<file path="src/rtl/secreg_pkg.sv">
package secreg_pkg;

    localparam int DATA_W = 8;
    localparam int ADDR_W = 4;
    localparam int BANK_W = 2;

    typedef enum logic [0:0] {
        ST_BOOT  = 1'b0,
        ST_READY = 1'b1
    } ctl_state_e;

    localparam logic [BANK_W-1:0] BANK_OTP  = 2'd0;
    localparam logic [BANK_W-1:0] BANK_CTL  = 2'd1;
    localparam logic [BANK_W-1:0] BANK_AUTH = 2'd2;

    // bank 0
    localparam logic [ADDR_W-1:0] A_CFG    = 4'h0;
    localparam logic [ADDR_W-1:0] A_TRIM   = 4'h1;
    localparam int                SEC_BASE = 2;
    // bank 1
    localparam logic [ADDR_W-1:0] A_MCTL   = 4'h0;
    localparam logic [ADDR_W-1:0] A_STAT   = 4'h1;
    // bank 2
    localparam logic [ADDR_W-1:0] A_SEL     = 4'h0;
    localparam int                CHAL_BASE = 1;

    // master control: writable bits (srst bit 0 is clear-on-write)
    localparam logic [DATA_W-1:0] MCTL_RW_MASK = 8'hC2;

    // chip-select match policy
    function automatic logic cs_policy(input logic [1:0] pol, input logic cs);
        case (pol)
            2'b00:   return !cs;
            2'b11:   return cs;
            default: return 1'b1;
        endcase
    endfunction

endpackage

</file>
<file path="src/rtl/secreg_otp.sv">
module secreg_otp
    import secreg_pkg::*;
#(
    parameter logic [DATA_W-1:0] CFG_INIT    = 8'h5C,
    parameter logic [DATA_W-1:0] TRIM_INIT   = 8'h5A,
    parameter int                SEC_A_WORDS = 8,
    parameter int                SEC_B_WORDS = 4
) (
    input  logic              clk,
    input  logic              por_n,
    input  logic              rst_n,
    input  logic              test_mode,
    input  logic              acc_fire,
    input  logic              acc_write,
    input  logic [ADDR_W-1:0] acc_addr,
    input  logic [DATA_W-1:0] acc_wdata,
    input  logic              wr_enable,
    input  logic [1:0]        lock_eff,
    output logic [DATA_W-1:0] rd_data,
    output logic              deny,
    output logic [DATA_W-1:0] cfg_word
);

    localparam int N_SEC   = SEC_A_WORDS + SEC_B_WORDS;
    localparam int SEC_END = SEC_BASE + N_SEC;
    localparam logic [ADDR_W-1:0] SEC_LO  = ADDR_W'(SEC_BASE);
    localparam logic [ADDR_W-1:0] SEC_HI  = ADDR_W'(SEC_END);
    localparam logic [ADDR_W-1:0] A_SPLIT = ADDR_W'(SEC_A_WORDS);

    logic [DATA_W-1:0] cfg_q;
    logic [DATA_W-1:0] trim_q;
    logic [DATA_W-1:0] sec_q [N_SEC];

    logic              is_sec;
    logic              in_set_a;
    logic              sec_locked;
    logic              frozen;
    logic              base_ok;
    logic              write_blocked;
    logic [ADDR_W-1:0] sec_off;

    always_comb begin
        sec_off       = acc_addr - SEC_LO;
        is_sec        = (acc_addr >= SEC_LO) && (acc_addr < SEC_HI);
        in_set_a      = sec_off < A_SPLIT;
        sec_locked    = is_sec && (in_set_a ? lock_eff[1] : lock_eff[0]);
        frozen        = |lock_eff;
        base_ok       = acc_fire && acc_write && wr_enable && !frozen;
        write_blocked = !wr_enable || frozen || ((acc_addr == A_TRIM) && !test_mode);
        deny          = acc_fire && (acc_addr < SEC_HI)
                        && (sec_locked || (acc_write && write_blocked));
    end

    always_ff @(posedge clk or negedge por_n) begin
        if (!por_n) begin
            cfg_q  <= CFG_INIT;
            trim_q <= TRIM_INIT;
        end else begin
            if (base_ok && acc_addr == A_CFG)
                cfg_q <= acc_wdata;
            if (base_ok && test_mode && acc_addr == A_TRIM)
                trim_q <= acc_wdata;
        end
    end

    for (genvar g = 0; g < N_SEC; g++) begin : g_sec
        always_ff @(posedge clk or negedge por_n) begin
            if (!por_n)
                sec_q[g] <= '0;
            else if (base_ok && is_sec && sec_off == ADDR_W'(g))
                sec_q[g] <= acc_wdata;
        end
    end

    always_comb begin
        rd_data = '0;
        if (acc_addr == A_CFG)
            rd_data = cfg_q;
        else if (acc_addr == A_TRIM)
            rd_data = trim_q;
        else if (is_sec && !sec_locked)
            rd_data = sec_q[sec_off];
    end

    assign cfg_word = cfg_q;

    assert_trim_gate_R6: assert property (@(posedge clk) disable iff (!rst_n || !por_n)
        (acc_fire && acc_write && acc_addr == A_TRIM && !test_mode) |=> $stable(trim_q));

    assert_frozen_cfg_R5: assert property (@(posedge clk) disable iff (!rst_n || !por_n)
        frozen |=> $stable(cfg_q) && $stable(trim_q));

    assert_wr_enable_gate_R5: assert property (@(posedge clk) disable iff (!rst_n || !por_n)
        (acc_fire && acc_write && !wr_enable) |=> $stable(cfg_q) && $stable(trim_q));

endmodule

</file>
<file path="src/rtl/secreg_ctrl.sv">
module secreg_ctrl
    import secreg_pkg::*;
(
    input  logic              clk,
    input  logic              rst_n,
    input  logic              acc_fire,
    input  logic              acc_write,
    input  logic [ADDR_W-1:0] acc_addr,
    input  logic [DATA_W-1:0] acc_wdata,
    input  logic [DATA_W-1:0] cfg_word,
    input  logic              otp_deny,
    output logic              ready,
    output logic              boot,
    output logic              wr_enable,
    output logic [1:0]        lock_eff,
    output logic [1:0]        policy_eff,
    output logic [1:0]        rate_eff,
    output logic [DATA_W-1:0] rd_data
);

    ctl_state_e        state_q, state_nx;
    logic [DATA_W-1:0] mctl_q;
    logic [1:0]        lock_q;
    logic [1:0]        policy_q;
    logic [1:0]        rate_q;
    logic              denied_q;
    logic              srst_hit;
    logic              stat_rd;

    assign srst_hit = acc_fire && acc_write && acc_addr == A_MCTL && acc_wdata[0];
    assign stat_rd  = acc_fire && !acc_write && acc_addr == A_STAT;

    // state register
    always_ff @(posedge clk or negedge rst_n) begin
        if (!rst_n) state_q <= ST_BOOT;
        else        state_q <= state_nx;
    end

    // next state
    always_comb begin
        state_nx = state_q;
        unique case (state_q)
            ST_BOOT:  state_nx = ST_READY;
            ST_READY: state_nx = srst_hit ? ST_BOOT : ST_READY;
        endcase
    end

    // state outputs
    always_comb begin
        ready = 1'b0;
        boot  = 1'b0;
        unique case (state_q)
            ST_BOOT:  boot  = 1'b1;
            ST_READY: ready = 1'b1;
        endcase
    end

    always_ff @(posedge clk or negedge rst_n) begin
        if (!rst_n) begin
            mctl_q   <= '0;
            lock_q   <= '0;
            policy_q <= '0;
            rate_q   <= '0;
            denied_q <= 1'b0;
        end else if (boot) begin
            mctl_q   <= {1'b0, cfg_word[3], 4'b0000, cfg_word[2], 1'b0};
            lock_q   <= cfg_word[1:0];
            policy_q <= cfg_word[7:6];
            rate_q   <= cfg_word[5:4];
            denied_q <= 1'b0;
        end else begin
            if (acc_fire && acc_write && acc_addr == A_MCTL)
                mctl_q <= acc_wdata & MCTL_RW_MASK;
            if (otp_deny)
                denied_q <= 1'b1;
            else if (stat_rd)
                denied_q <= 1'b0;
        end
    end

    always_comb begin
        rd_data = '0;
        if (acc_addr == A_MCTL)
            rd_data = mctl_q;
        else if (acc_addr == A_STAT)
            rd_data = {policy_q, rate_q, denied_q, |lock_q, lock_q};
    end

    assign wr_enable  = mctl_q[7];
    assign lock_eff   = lock_q;
    assign policy_eff = policy_q;
    assign rate_eff   = rate_q;

    assert_boot_one_cycle_R1: assert property (@(posedge clk) disable iff (!rst_n)
        (state_q == ST_BOOT) |=> (state_q == ST_READY));

    assert_srst_reboot_R9: assert property (@(posedge clk) disable iff (!rst_n)
        srst_hit |=> !ready);

    assert_lock_held_R5: assert property (@(posedge clk) disable iff (!rst_n)
        (ready && !srst_hit) |=> $stable(lock_q) && $stable(policy_q));

    assert_denied_clears_R8: assert property (@(posedge clk) disable iff (!rst_n)
        (stat_rd && !otp_deny && ready) |=> !denied_q);

endmodule

</file>
<file path="src/rtl/secreg_auth.sv">
module secreg_auth
    import secreg_pkg::*;
#(
    parameter int CHAL_BYTES = 4,
    parameter int SEL_W      = 2
) (
    input  logic                     clk,
    input  logic                     rst_n,
    input  logic                     clear,
    input  logic                     acc_fire,
    input  logic                     acc_write,
    input  logic [ADDR_W-1:0]        acc_addr,
    input  logic [DATA_W-1:0]        acc_wdata,
    output logic [DATA_W-1:0]        rd_data,
    output logic [CHAL_BYTES*DATA_W-1:0] chal_word
);

    logic [SEL_W-1:0]  sel_q;
    logic [DATA_W-1:0] chal_q [CHAL_BYTES];
    logic              sel_we;

    assign sel_we = acc_fire && acc_write && acc_addr == A_SEL;

    always_ff @(posedge clk or negedge rst_n) begin
        if (!rst_n)      sel_q <= '0;
        else if (clear)  sel_q <= '0;
        else if (sel_we) sel_q <= acc_wdata[SEL_W-1:0];
    end

    for (genvar g = 0; g < CHAL_BYTES; g++) begin : g_chal
        always_ff @(posedge clk or negedge rst_n) begin
            if (!rst_n)
                chal_q[g] <= '0;
            else if (clear)
                chal_q[g] <= '0;
            else if (acc_fire && acc_write && acc_addr == ADDR_W'(CHAL_BASE + g))
                chal_q[g] <= acc_wdata;
        end
        assign chal_word[g*DATA_W +: DATA_W] = chal_q[g];
    end

    // challenge bytes are write-only: only the selector is visible
    always_comb begin
        rd_data = '0;
        if (acc_addr == A_SEL)
            rd_data = DATA_W'(sel_q);
    end

    assert_sel_hold_R10: assert property (@(posedge clk) disable iff (!rst_n)
        (!sel_we && !clear) |=> $stable(sel_q));

endmodule

</file>
<file path="src/rtl/secreg_bank.sv">
module secreg_bank
    import secreg_pkg::*;
#(
    parameter logic [DATA_W-1:0] CFG_INIT    = 8'h5C,
    parameter logic [DATA_W-1:0] TRIM_INIT   = 8'h5A,
    parameter int                SEC_A_WORDS = 8,
    parameter int                SEC_B_WORDS = 4,
    parameter int                CHAL_BYTES  = 4
) (
    input  logic                         clk,
    input  logic                         por_n,
    input  logic                         rst_n,
    input  logic                         test_mode,
    input  logic                         acc_valid,
    input  logic                         acc_write,
    input  logic [BANK_W-1:0]            acc_bank,
    input  logic [ADDR_W-1:0]            acc_addr,
    input  logic [DATA_W-1:0]            acc_wdata,
    output logic                         ready,
    output logic                         rd_valid,
    output logic [DATA_W-1:0]            rd_data,
    input  logic                         frame_cs,
    output logic                         cs_hit,
    output logic [1:0]                   rate_sel,
    output logic [CHAL_BYTES*DATA_W-1:0] chal_word
);

    localparam logic [ADDR_W-1:0] A_LAST = ADDR_W'(SEC_BASE + SEC_A_WORDS - 1);

    logic              fire;
    logic              fire_otp, fire_ctl, fire_auth;
    logic              boot;
    logic              wr_enable;
    logic              otp_deny;
    logic [1:0]        lock_eff;
    logic [1:0]        policy_eff;
    logic [DATA_W-1:0] cfg_word;
    logic [DATA_W-1:0] otp_rd, ctl_rd, auth_rd, rd_mux;

    assign fire      = acc_valid && ready;
    assign fire_otp  = fire && acc_bank == BANK_OTP;
    assign fire_ctl  = fire && acc_bank == BANK_CTL;
    assign fire_auth = fire && acc_bank == BANK_AUTH;

    secreg_otp #(
        .CFG_INIT    (CFG_INIT),
        .TRIM_INIT   (TRIM_INIT),
        .SEC_A_WORDS (SEC_A_WORDS),
        .SEC_B_WORDS (SEC_B_WORDS)
    ) otp_i (
        .clk       (clk),
        .por_n     (por_n),
        .rst_n     (rst_n),
        .test_mode (test_mode),
        .acc_fire  (fire_otp),
        .acc_write (acc_write),
        .acc_addr  (acc_addr),
        .acc_wdata (acc_wdata),
        .wr_enable (wr_enable),
        .lock_eff  (lock_eff),
        .rd_data   (otp_rd),
        .deny      (otp_deny),
        .cfg_word  (cfg_word)
    );

    secreg_ctrl ctrl_i (
        .clk        (clk),
        .rst_n      (rst_n),
        .acc_fire   (fire_ctl),
        .acc_write  (acc_write),
        .acc_addr   (acc_addr),
        .acc_wdata  (acc_wdata),
        .cfg_word   (cfg_word),
        .otp_deny   (otp_deny),
        .ready      (ready),
        .boot       (boot),
        .wr_enable  (wr_enable),
        .lock_eff   (lock_eff),
        .policy_eff (policy_eff),
        .rate_eff   (rate_sel),
        .rd_data    (ctl_rd)
    );

    secreg_auth #(
        .CHAL_BYTES (CHAL_BYTES),
        .SEL_W      (2)
    ) auth_i (
        .clk       (clk),
        .rst_n     (rst_n),
        .clear     (boot),
        .acc_fire  (fire_auth),
        .acc_write (acc_write),
        .acc_addr  (acc_addr),
        .acc_wdata (acc_wdata),
        .rd_data   (auth_rd),
        .chal_word (chal_word)
    );

    always_comb begin
        case (acc_bank)
            BANK_OTP:  rd_mux = otp_rd;
            BANK_CTL:  rd_mux = ctl_rd;
            BANK_AUTH: rd_mux = auth_rd;
            default:   rd_mux = '0;
        endcase
    end

    always_ff @(posedge clk or negedge rst_n) begin
        if (!rst_n) begin
            rd_valid <= 1'b0;
            rd_data  <= '0;
        end else begin
            rd_valid <= fire && !acc_write;
            rd_data  <= (fire && !acc_write) ? rd_mux : '0;
        end
    end

    assign cs_hit = cs_policy(policy_eff, frame_cs);

    assert_rd_timing_R7: assert property (@(posedge clk) disable iff (!rst_n)
        rd_valid |-> $past(acc_valid && ready && !acc_write));

    assert_locked_a_zero_R4: assert property (@(posedge clk) disable iff (!rst_n || !por_n)
        (fire_otp && !acc_write && lock_eff[1]
         && acc_addr >= ADDR_W'(SEC_BASE) && acc_addr <= A_LAST) |=> rd_data == '0);

    assert_ready_in_reset_R1: assert property (@(posedge clk)
        !rst_n |-> !ready && !rd_valid);

endmodule

</file>
<file path="config.mk">
export PLATFORM = sky130hd
export DESIGN_NAME = secreg_bank
export DESIGN_NICKNAME = d
export VERILOG_FILES = /design/src/rtl/secreg_pkg.sv /design/src/rtl/secreg_otp.sv /design/src/rtl/secreg_ctrl.sv /design/src/rtl/secreg_auth.sv /design/src/rtl/secreg_bank.sv
export SDC_FILE = /design/constraint.sdc
export NUM_CORES = 1
export LEC_CHECK = 0
export ABC_AREA = 0
export BUFFER_PORTS_ARGS = -buffer_cell sky130_fd_sc_hd__buf_2
export CORE_MARGIN = 8
export CORE_UTILIZATION = 54
export DETAILED_ROUTE_END_ITERATION = 7
export GPL_TIMING_DRIVEN = 1
export PLACE_DENSITY = 0.74
export SYNTH_ARGS = -nofsm -noshare
export SYNTH_HDL_FRONTEND = slang
export SYNTH_SLANG_ARGS = --single-unit
</file>
<file path="constraint.sdc">
create_clock -name clk -period 2 [get_ports clk]
set_input_delay 0.4 -clock clk [delete_from_list [all_inputs] [get_ports clk]]
set_output_delay 0.4 -clock clk [all_outputs]
set_load 0.05 [all_outputs]
</file>
==> summary.md <==
| Metric | Value |
|---|---|
| IO Port Bufs | 65 |
| MaxCap Viol Count | 0 |
| Most frequent cells in the layout | dfrtp_1 (157), buf_4 (75), mux2_4 (64) |
| Main flop type after synthesis | dfrtp_1 |
| Io pins | 66 |
| Yosys cell types | 59 |
| Seq. cell area | 0.00417 mm2 |
| GRT Util Overall | 23.1% |
| CP arrival | 2410 ps |
| Post-route clock period utilization | 105% |
| Hpwl dp | 13,900 um |
| Crit end category | flop |
| Non-Filler Instances | 923 |
| Power Dens Cells | 755 mW/mm2 |
| Worst Skew | 7.23 ps |
| Reg2reg setup slack | -100 ps |
| Data required time of the worst path | 2310 ps |
| Yosys warning count | 0 |
| Mapped Cells | 586 |
| Vias/cell | 5.92 |
| DRT antenna net count | 0 |
| P&R area growth vs syn | 28.7% |
| Vias in the first global route | 5,937 |
| Adder-cell area share of the yosys netlist | 0.631% |
| Setup WS post-layout | -104 ps |
| Largest net degree at the start of global routing | 49 |
| Chip height | 137 um |
| Register bit total from synthesis | 166 |
| Placed Instance Area | 0.00930 mm2 |
| DRC errors left | 0 |
| Main combinational cell family by area after synthesis | multiplexers |
| DP Cell Count | 877 |
| Violated checks | negative setup slack |
| Setup WS pre-CTS | -322 ps |
| Drt total wl | 20,800 um |
| Worst-path fanout max | 8 |
| Number of flops mapped to enable cells by yosys | 0 |
| Max rail drop VDD | 0.000634 V |
| Mapped cell area | 0.00793 mm2 |
| Synth Area in XOR/XNOR | 0.221% |
| Final setup vio count | 74 |
| Initial core utilization | 55.0% |
| Routability cong. | 0.885 |
| Design Area, Final | 0.0102 mm2 |
| Status | finished, violations left |
| Clock sink count | 166 |
| CTS tree | yes |
| Antenna Cells | 0 |
| Placeable Area | 0.0144 mm2 |
| Worst skew pair latency | 430 ps |
| CTS clk-pin slew, worst paths | 60 ps |
| Post-synthesis compound-gate area fraction | 4.45% |
| Post-synth ARST share | 100% |
| Root Driver | clkbuf_16 |
| DR iter-0 viols | 426 |
| Area taken by multi-input logic gates | 0.00390 mm2 |
| Site Rows | 44 |
| Max Slew Vio Count | 0 |
| Slew HR | 67.1% |
| Layout cells sized above 1 | 51.3% |
| Fin util | 70.8% |
| Commonest non-fill, non-tap cell in the layout | dfrtp_1 |
| Via count | 5,465 |
| Slew @ Worst Pin | 493 ps |
| Max clock buf depth | 2 |
| Die width | 137 um |
| Number of antenna violations at the first check in global routing | 0 |
| First-pass GRT wire length | 32,900 um |
| Detailed Routing Iterations Pass 1 | 5 |
| WL/cell | 22.5 um |
| Synth Net Count | 611 |
| Final nets | 751 |
| Seq/Total Area, Yosys | 52.5% |
| Class of the most critical setup path | flop to flop |
| Die area | 0.0188 mm2 |
| Leakage | 4.94 nW |
| CTS H-Tree Depth | 4 |
| Post-Syn Area per Cell | 13.5 um2 |
| Minimum clock period | 2100 ps |
| Cts bufs inserted | 17 |
| Multiplexer share of the synthesized area | 29.2% |
| Worst Setup Start Kind | flop |
| RSZ-0062 raised after global routing | true |
| Fillers | 938 |
| HP Class | input port to flop |
| Simple-gate area share of the yosys netlist | 10.2% |
| Highest clock rate | 0.475 GHz |
| GRT overflow | 0 |
| Final hold viol count | 0 |
-- metal layers --
layer | routed length (um) | track usage [%]
met1 | 9080 | 30.1
met2 | 10300 | 37.5
met3 | 1050 | 5.43
met4 | 285 | 7.36
met5 | 0 | 0
-- kinds of logic (layout without fill, tap and decap cells) --
group,after synthesis,after routing
buffers and inverters,48,201
xor gates and xnor gates,2,2
muxes,182,182
and+or+nand+nor,133,133
AOI/OAI and AO/OA,51,51
DFF,166,166
adders and majority gates,4,4
-- area by class of cell --
| class | instances | area share, % |
|---|---|---|
| well taps | 184 | 2.26 |
| repair buffers | 163 | 12.6 |
| clock buffers | 20 | 4.38 |
| clock inverters | 12 | 1.48 |
| multi-input cells | 372 | 38.2 |
| inverters | 6 | 0.245 |
| flip-flops and latches | 166 | 40.8 |
-- what timing repair did --
| action | 4_1_cts | 5_1_grt |
|---|---|---|
| hold endpoints to repair | 43 | 0 |
| resized for setup | 16 | 30 |
| pin swaps | 3 | 9 |
| buffers inserted | 7 | 7 |
| setup endpoints to repair | 89 | 106 |
| hold buffers | 2 | 0 |
-- cells in the mapped netlist (6+ instances only) --
library cell | count | area, um2
o21ai_0 | 7 | 35.0
clkbuf_1 | 24 | 90.1
mux2i_1 | 34 | 340
mux2_2 | 115 | 1290
nand3_1 | 17 | 85.1
nand2_1 | 26 | 97.6
nor2_1 | 15 | 56.3
a21boi_0 | 8 | 60.1
buf_2 | 8 | 40.0
nor2b_1 | 30 | 188
nor2_2 | 6 | 37.5
mux2_4 | 8 | 120
dfstp_2 | 8 | 210
nand2b_1 | 7 | 43.8
inv_1 | 6 | 22.5
a21oi_1 | 13 | 65.1
mux4_2 | 21 | 473
dfrtp_1 | 158 | 3950
-- per-stage QoR --
stage               TNS (ps)  hold WS (ps)  total power, mW
floorplan             -23150           104             4.06
global placement      -17030           343             4.39
detailed placement    -21280           353             4.41
CTS                    -3310           377             7.74
global route          -12440           409             7.96
finish                 -4530           400             7.71
-- report_power, final --
group	internal (mW)	switching, mW
logic	0.290	0.588
clock network	2.00	1.34
registers	3.44	0.0486
total	5.73	1.98
-- critical path, cell delays in order (launching register included) --
cell and delay (ps):
dfrtp_1 390, nor3b_2 180, buf_4 140, nor3b_4 240, buf_6 140, nand4_4 150, buf_12 180, nor2_4 90
buf_12 140, mux2_2 340
-- path summary, 6_finish.rpt --
check	from	endpoint	cells after the start
worst max-delay path	ctrl_i.lock_eff[0]$_DFFE_PN0N_	otp_i.sec_q[1]$_DFFE_PN0P_	9
worst min-delay path	acc_wdata[0]	ctrl_i.state_q$_DFF_PN0_	2
worst max register to register	ctrl_i.lock_eff[0]$_DFFE_PN0N_	otp_i.sec_q[1]$_DFFE_PN0P_	9
worst min register to register	otp_i.sec_q[56]$_DFFE_PN0P_	otp_i.sec_q[56]$_DFFE_PN0P_	1
max in group asynchronous	por_n	otp_i.trim_q[4]$_DFFE_PN1P_	3
min in group asynchronous	rst_n	auth_i.chal_word[26]$_DFFE_PN0P_	2
-- flip-flops by register name, summed over array words and instances, names as in the netlist --
| name | flops |
|---|---|
| auth_i.chal_word | 32 |
| auth_i.sel_q | 2 |
| ctrl_i.denied_q | 1 |
| ctrl_i.lock_eff | 2 |
| ctrl_i.mctl_q | 3 |
| ctrl_i.policy_eff | 2 |
| ctrl_i.rate_eff | 2 |
| ctrl_i.state_q | 1 |
| otp_i.cfg_word | 8 |
| otp_i.sec_q | 96 |
| otp_i.trim_q | 8 |
| rd_data | 8 |
| rd_valid | 1 |
No activity file was read; power rests on OpenSTA's default activity.
